### config.mk
export PLATFORM = sky130hd
export DESIGN_NAME = istream_prefetch
export DESIGN_NICKNAME = d
export VERILOG_FILES = /design/src/rtl/istream_pkg.sv /design/src/rtl/istream_entry.sv /design/src/rtl/istream_ctrl.sv /design/src/rtl/istream_fill.sv /design/src/rtl/istream_prefetch.sv
export SDC_FILE = /design/constraint.sdc
export NUM_CORES = 1
export LEC_CHECK = 0
export ABC_CLOCK_PERIOD_IN_PS = 3700
export BUFFER_PORTS_ARGS = -buffer_cell sky130_fd_sc_hd__buf_2
export CELL_PAD_IN_SITES_DETAIL_PLACEMENT = 0
export CELL_PAD_IN_SITES_GLOBAL_PLACEMENT = 1
export CORE_MARGIN = 3
export CORE_UTILIZATION = 34
export CTS_CLUSTER_SIZE = 20
export DETAILED_ROUTE_END_ITERATION = 10
export PLACE_DENSITY = 0.69
export SYNTH_ARGS = -nofsm -noshare
export SYNTH_HDL_FRONTEND = slang
export SYNTH_SLANG_ARGS = --single-unit
### constraint.sdc
create_clock -name clk -period 3.7 [get_ports clk]
set_input_delay 0.37 -clock clk [delete_from_list [all_inputs] [get_ports clk]]
set_output_delay 0.37 -clock clk [all_outputs]
set_load 0.1 [all_outputs]
### src/rtl/istream_pkg.sv
package istream_pkg;

    localparam int DEF_LINE_AW = 8;
    localparam int DEF_LINE_W  = 32;

    // controller states
    typedef enum logic [2:0] {
        ST_IDLE     = 3'd0,
        ST_REQ_DEM  = 3'd1,
        ST_REQ_PF   = 3'd2,
        ST_WAIT_DEM = 3'd3,
        ST_WAIT_BUF = 3'd4
    } isb_state_e;

    // which source feeds the registered fill
    typedef enum logic [1:0] {
        FSRC_NONE = 2'd0,
        FSRC_BUF  = 2'd1,
        FSRC_RSP  = 2'd2
    } fill_src_e;

endpackage

### src/rtl/istream_entry.sv
module istream_entry
    import istream_pkg::*;
#(
    parameter int LINE_AW = DEF_LINE_AW,
    parameter int LINE_W  = DEF_LINE_W
) (
    input  logic               clk,
    input  logic               rst,
    input  logic [LINE_AW-1:0] probe_line,
    input  logic               alloc,
    input  logic [LINE_AW-1:0] alloc_line,
    input  logic               drop,
    input  logic               rsp_valid,
    input  logic [LINE_AW-1:0] rsp_line,
    input  logic [LINE_W-1:0]  rsp_data,
    output logic               hit_ready,
    output logic               hit_wait,
    output logic               catch_now,
    output logic [LINE_W-1:0]  held_data
);

    typedef struct packed {
        logic               valid;
        logic               pend;
        logic [LINE_AW-1:0] line;
        logic [LINE_W-1:0]  data;
    } slot_t;

    slot_t slot_q;

    assign catch_now = slot_q.pend && rsp_valid && (rsp_line == slot_q.line);
    assign hit_ready = slot_q.valid && (slot_q.line == probe_line);
    assign hit_wait  = slot_q.pend  && (slot_q.line == probe_line);
    assign held_data = slot_q.data;

    // priority: new allocation, then discard, then capture of a response
    always_ff @(posedge clk) begin
        if (rst) begin
            slot_q <= '0;
        end else if (alloc) begin
            slot_q.valid <= 1'b0;
            slot_q.pend  <= 1'b1;
            slot_q.line  <= alloc_line;
        end else if (drop) begin
            slot_q.valid <= 1'b0;
            slot_q.pend  <= 1'b0;
        end else if (catch_now) begin
            slot_q.valid <= 1'b1;
            slot_q.pend  <= 1'b0;
            slot_q.data  <= rsp_data;
        end
    end

    // the slot is never both waiting and full
    a_r4_slot_exclusive: assert property (@(posedge clk) disable iff (rst)
        !(slot_q.valid && slot_q.pend));

    // data only appears in a slot that was waiting for it
    a_r6_fill_after_wait: assert property (@(posedge clk) disable iff (rst)
        $rose(slot_q.valid) |-> $past(slot_q.pend));

endmodule

### src/rtl/istream_ctrl.sv
module istream_ctrl
    import istream_pkg::*;
#(
    parameter int LINE_AW = DEF_LINE_AW
) (
    input  logic               clk,
    input  logic               rst,
    input  logic               miss_valid,
    input  logic [LINE_AW-1:0] miss_line,
    output logic               miss_ready,
    output logic               req_valid,
    output logic [LINE_AW-1:0] req_line,
    input  logic               req_ready,
    input  logic               rsp_valid,
    input  logic [LINE_AW-1:0] rsp_line,
    input  logic               slot_hit_ready,
    input  logic               slot_hit_wait,
    input  logic               slot_catch,
    output logic               slot_alloc,
    output logic [LINE_AW-1:0] slot_alloc_line,
    output logic               slot_drop,
    output fill_src_e          fill_src,
    output logic [LINE_AW-1:0] fill_line
);

    isb_state_e         state_q, state_n;
    logic [LINE_AW-1:0] dem_q, dem_n;
    logic [LINE_AW-1:0] pf_q, pf_n;
    logic               dwait_q, dwait_n;
    logic               dem_rsp;

    assign dem_rsp    = dwait_q && rsp_valid && (rsp_line == dem_q);
    assign miss_ready = (state_q == ST_IDLE);

    always_comb begin
        state_n         = state_q;
        dem_n           = dem_q;
        pf_n            = pf_q;
        dwait_n         = dwait_q;
        req_valid       = 1'b0;
        req_line        = dem_q;
        slot_alloc      = 1'b0;
        slot_alloc_line = pf_q;
        slot_drop       = 1'b0;
        fill_src        = FSRC_NONE;
        fill_line       = dem_q;

        // demand response may land in any state while it is awaited
        if (dem_rsp) begin
            dwait_n  = 1'b0;
            fill_src = FSRC_RSP;
        end

        unique case (state_q)
            ST_IDLE: begin
                if (miss_valid) begin
                    if (slot_hit_ready) begin
                        fill_src  = FSRC_BUF;
                        fill_line = miss_line;
                        slot_drop = 1'b1;
                        pf_n      = miss_line + 1'b1;
                        state_n   = ST_REQ_PF;
                    end else if (slot_hit_wait && slot_catch) begin
                        fill_src  = FSRC_RSP;
                        fill_line = miss_line;
                        slot_drop = 1'b1;
                        pf_n      = miss_line + 1'b1;
                        state_n   = ST_REQ_PF;
                    end else if (slot_hit_wait) begin
                        dem_n   = miss_line;
                        state_n = ST_WAIT_BUF;
                    end else begin
                        slot_drop = 1'b1;
                        dem_n     = miss_line;
                        dwait_n   = 1'b1;
                        pf_n      = miss_line + 1'b1;
                        state_n   = ST_REQ_DEM;
                    end
                end
            end
            ST_REQ_DEM: begin
                req_valid = 1'b1;
                req_line  = dem_q;
                if (req_ready) state_n = ST_REQ_PF;
            end
            ST_REQ_PF: begin
                req_valid = 1'b1;
                req_line  = pf_q;
                if (req_ready) begin
                    slot_alloc      = 1'b1;
                    slot_alloc_line = pf_q;
                    state_n         = dwait_n ? ST_WAIT_DEM : ST_IDLE;
                end
            end
            ST_WAIT_DEM: begin
                if (!dwait_n) state_n = ST_IDLE;
            end
            ST_WAIT_BUF: begin
                if (slot_catch) begin
                    fill_src  = FSRC_RSP;
                    fill_line = dem_q;
                    slot_drop = 1'b1;
                    pf_n      = dem_q + 1'b1;
                    state_n   = ST_REQ_PF;
                end
            end
            default: state_n = ST_IDLE;
        endcase
    end

    always_ff @(posedge clk) begin
        if (rst) begin
            state_q <= ST_IDLE;
            dem_q   <= '0;
            pf_q    <= '0;
            dwait_q <= 1'b0;
        end else begin
            state_q <= state_n;
            dem_q   <= dem_n;
            pf_q    <= pf_n;
            dwait_q <= dwait_n;
        end
    end

    // busy after a miss is taken
    a_r9_busy_after_accept: assert property (@(posedge clk) disable iff (rst)
        (miss_valid && miss_ready) |=> !miss_ready);

    // an unanswered request holds its line
    a_r10_req_hold: assert property (@(posedge clk) disable iff (rst)
        (req_valid && !req_ready) |=> (req_valid && $stable(req_line)));

    // the demand request is followed at once by its successor line
    a_r2_demand_then_next: assert property (@(posedge clk) disable iff (rst)
        (state_q == ST_REQ_DEM && req_ready) |=>
            (req_valid && req_line == $past(req_line) + 1'b1));

endmodule

### src/rtl/istream_fill.sv
module istream_fill
    import istream_pkg::*;
#(
    parameter int LINE_AW = DEF_LINE_AW,
    parameter int LINE_W  = DEF_LINE_W
) (
    input  logic               clk,
    input  logic               rst,
    input  fill_src_e          src,
    input  logic [LINE_AW-1:0] line_in,
    input  logic [LINE_W-1:0]  buf_data,
    input  logic [LINE_W-1:0]  rsp_data,
    output logic               fill_valid,
    output logic [LINE_AW-1:0] fill_line,
    output logic [LINE_W-1:0]  fill_data
);

    logic [LINE_W-1:0] pick;

    always_comb begin
        unique case (src)
            FSRC_BUF: pick = buf_data;
            FSRC_RSP: pick = rsp_data;
            default:  pick = '0;
        endcase
    end

    always_ff @(posedge clk) begin
        if (rst) begin
            fill_valid <= 1'b0;
            fill_line  <= '0;
            fill_data  <= '0;
        end else begin
            fill_valid <= (src != FSRC_NONE);
            if (src != FSRC_NONE) begin
                fill_line <= line_in;
                fill_data <= pick;
            end
        end
    end

endmodule

### src/rtl/istream_prefetch.sv
module istream_prefetch
    import istream_pkg::*;
#(
    parameter int LINE_AW = DEF_LINE_AW,
    parameter int LINE_W  = DEF_LINE_W
) (
    input  logic               clk,
    input  logic               rst,
    input  logic               miss_valid,
    output logic               miss_ready,
    input  logic [LINE_AW-1:0] miss_line,
    output logic               fill_valid,
    output logic [LINE_AW-1:0] fill_line,
    output logic [LINE_W-1:0]  fill_data,
    output logic               mem_req_valid,
    input  logic               mem_req_ready,
    output logic [LINE_AW-1:0] mem_req_line,
    input  logic               mem_rsp_valid,
    input  logic [LINE_AW-1:0] mem_rsp_line,
    input  logic [LINE_W-1:0]  mem_rsp_data
);

    logic               hit_ready, hit_wait, catch_now;
    logic [LINE_W-1:0]  held_data;
    logic               alloc, drop;
    logic [LINE_AW-1:0] alloc_line;
    fill_src_e          src;
    logic [LINE_AW-1:0] src_line;

    istream_entry #(.LINE_AW(LINE_AW), .LINE_W(LINE_W)) u_entry (
        .clk        (clk),
        .rst        (rst),
        .probe_line (miss_line),
        .alloc      (alloc),
        .alloc_line (alloc_line),
        .drop       (drop),
        .rsp_valid  (mem_rsp_valid),
        .rsp_line   (mem_rsp_line),
        .rsp_data   (mem_rsp_data),
        .hit_ready  (hit_ready),
        .hit_wait   (hit_wait),
        .catch_now  (catch_now),
        .held_data  (held_data)
    );

    istream_ctrl #(.LINE_AW(LINE_AW)) u_ctrl (
        .clk             (clk),
        .rst             (rst),
        .miss_valid      (miss_valid),
        .miss_line       (miss_line),
        .miss_ready      (miss_ready),
        .req_valid       (mem_req_valid),
        .req_line        (mem_req_line),
        .req_ready       (mem_req_ready),
        .rsp_valid       (mem_rsp_valid),
        .rsp_line        (mem_rsp_line),
        .slot_hit_ready  (hit_ready),
        .slot_hit_wait   (hit_wait),
        .slot_catch      (catch_now),
        .slot_alloc      (alloc),
        .slot_alloc_line (alloc_line),
        .slot_drop       (drop),
        .fill_src        (src),
        .fill_line       (src_line)
    );

    istream_fill #(.LINE_AW(LINE_AW), .LINE_W(LINE_W)) u_fill (
        .clk        (clk),
        .rst        (rst),
        .src        (src),
        .line_in    (src_line),
        .buf_data   (held_data),
        .rsp_data   (mem_rsp_data),
        .fill_valid (fill_valid),
        .fill_line  (fill_line),
        .fill_data  (fill_data)
    );

    // a miss on a stored line is filled from the slot next cycle
    a_r5_slot_fill: assert property (@(posedge clk) disable iff (rst)
        (miss_valid && miss_ready && hit_ready) |=>
            (fill_valid && fill_line == $past(miss_line) && fill_data == $past(held_data)));

endmodule

==> impl_results.md <==
- Status: finished, final reports clean
- First-pass GRT wire length: 22150 µm
- Synth area leaders: dfxtp_1 (42%), mux2i_1 (11%), a22oi_1 (4.9%)
- Port Buffer Count: 103
- Vias per inst: 5.217
- Slew headroom: 0.3190
- Area grow syn2layout: 20.58%
- Total gr overflow: 0
- Initial core utilization: 0.3490
- Top-count cell post-synth: dfxtp_1
- Initial antenna violation count: 3
- Avg Cell Area, Syn: 9.299 µm²
- Tmin final: 3.247 ns
- P_leak: 2.715 nW
- Syn_nets: 580
- Top cell type by total area after synthesis: dfxtp_1
- Area of the core: 0.01393 mm²
- Layout cells sized above 1: 0.2544
- Die Y-Extent: 125.6 µm
- Clock-pin slew on the worst setup and hold paths: 0.07 ns
- Final Util: 0.4208
- Die W: 125.6 µm
- Drt first pass iters: 4
- CTS Buf Count: 9
- Pre-CTS setup slack: 0.3102 ns
- # diodes: 0
- Period utilization: 0.8776
- Vias in the first global route: 4054
- Post-synthesis cell type count: 55
- Final setup violation count: 0
- Post-synth top cells: dfxtp_1 (103), nor2_1 (63), mux2i_1 (55), nand2_1 (50), a22oi_1 (32)
- Hold Crit Class: in2reg
- Startpoint Class: flop
- Critical path capture point type: flop
- Yosys warnings: 0
- Setup Fix Bufs, Post-CTS: 0
- Final setup TNS: 0 ns
- NumNets Final: 674
- Final hold violation count: 0
- Num ports: 104
- Max-cap violations: 0
- GRT Total Usage: 0.1745
- Met2 Use GR: 0.2706
- PD cells: 514.7 mW/mm²
- # rows: 43
- 1st-iter DRT viols: 274
- Wirelength per Cell: 17.28 µm
- Clock tree sinks: 103
- Worst-Margin Slew: 1.021 ns
- Max Clock Skew: 0.006814 ns
- Arrival @ worst endpoint: 3.44 ns
- Slew Viols, Final: 0
- WHS: 0.2647 ns
- CP required: 3.89 ns
- Final Worst Setup Slack: 0.4530 ns
- Die Footprint: 0.01578 mm²
- Main synth FF type: dfxtp_1
- RSZ-0062 raised after global routing: no
- Final ANT Viol Nets: 0
- Finished Cell Area: 0.005864 mm²
- DP Area: 0.005562 mm²
- Seq cells post-synth: 103
- Post-Synthesis Cells: 523
- Clk buf depth: 2
- DR DRC count: 0
- # hold bufs at CTS: 0
- Fillers: 1399
- GR Util met3: 0.05852
- Synth top area share: 0.4240
- Resize count post-CTS: 0
- Fmax: 308.0 MHz
- DR vias: 4179
- Synthesized area: 0.004863 mm²
- GPL Wtd Cong: 0.8588
- CTS tree: built
- Pin count of the biggest net entering global routing: 51
- Post-synth EDFFs: 0
- Max VDD drop: 0.2912 mV
- Clock Latency Late Sink: 0.35 ns
- CP Class: reg2reg
- Worst Path Max Fanout: 24
- CTS Root Cell: clkbuf_16
- Async SR Flop Fraction: 0
- Met1 global-route usage: 0.2347
- Grt peak-use layer: met2
- Placed wire-length estimate: 9573 µm
- Sequential area share after synthesis: 0.4240
- H-tree levels: 3
- Drt total wl: 13840 µm
path summary, 6_finish.rpt:
path,start,to,slack (ns),depth (start not counted)
worst max-delay path,u_entry.slot_q[35],u_fill.fill_data[28],0.45,8
worst min-delay path,mem_rsp_data[0],u_entry.held_data[0],0.26,3
worst max register to register,u_entry.slot_q[35],u_fill.fill_data[28],0.45,8
worst min register to register,u_fill.fill_data[20],u_fill.fill_data[20],0.46,2
final cells by class:
type | instances | area, µm² | area share
sequential | 103 | 2062 | 0.3516
timing repair buffer | 119 | 635.6 | 0.1084
inverter | 6 | 22.52 | 0.003840
clock inverter | 5 | 63.81 | 0.01088
clock buffer | 10 | 239.0 | 0.04075
multi-input combinational | 378 | 2616 | 0.4461
tap | 180 | 225.2 | 0.03840
placed cells by master, fill, tap and decap left out, types with 2 or more instances in the layout:
cell	n
buf_2	103
dfxtp_1	103
nor2_1	63
mux2i_1	55
nand2_1	50
a22oi_1	32
o21ai_0	28
xor2_1	25
buf_4	16
nor3_1	12
a21oi_1	12
nand3_1	10
clkbuf_16	9
mux2_2	8
a22o_1	8
nor2b_1	7
a221oi_1	7
xnor2_1	6
inv_1	6
a31oi_1	6
and3_1	5
ha_1	4
nor4_1	3
nor4_4	3
and3_2	2
nor3b_1	2
o31ai_1	2
inv_6	2
metrics by stage:
stage / std cells / total power (W)
after CTS: 801 / 0.003049
after floorplan: 523 / 0.001863
after global routing: 801 / 0.003156
after detailed placement: 786 / 0.002056
final: 801 / 0.003019
after global placement: 786 / 0.002046
critical path, stage by stage, from the launching register on:
cell,delay [ns]
dfxtp_1,0.34
xor2_1,0.19
nor4_4,0.53
a31oi_1,0.27
a21oi_1,0.28
o22a_1,0.19
ha_1,0.36
or3_1,0.70
o21ai_0,0.22
where the power goes:
group / leakage, nW / total, W / internal [W] / switching, W
Combinational: 1.73 / 0.000808 / 0.000232 / 0.000576
Clock: 0.151 / 0.000990 / 0.000549 / 0.000442
Sequential: 0.833 / 0.00122 / 0.00116 / 0.0000645
flip-flops by register name, summed over array words and instances, names as in the netlist:
name / count
u_ctrl.dem_q: 8
u_ctrl.dwait_q: 1
u_ctrl.pf_q: 8
u_ctrl.state_q: 3
u_entry.held_data: 32
u_entry.slot_q: 10
u_fill.fill_data: 32
u_fill.fill_line: 8
u_fill.fill_valid: 1
routing by layer:
metal | vias up | part of all wire
met2 | 127 | 0.45
met1 | 1981 | 0.47
met3 | 19 | 0.071
met4 | 6 | 0.012
met5 | - | 0.0033
li1 | 2046 | -
cells by family (layout without fill, tap and decap cells):
kind of cell / count (synthesis) / count (layout) / share of synthesized area
xor gates and xnor gates: 31 / 31 / 0.05583
muxes: 63 / 63 / 0.1317
and+or+nand+nor: 171 / 171 / 0.1742
buffers and inverters: 42 / 140 / 0.04193
adders and majority gates: 4 / 4 / 0.01029
AOI/OAI and AO/OA: 109 / 109 / 0.1621
DFF: 103 / 103 / 0.4240
Power figures use the tool's default switching activity.
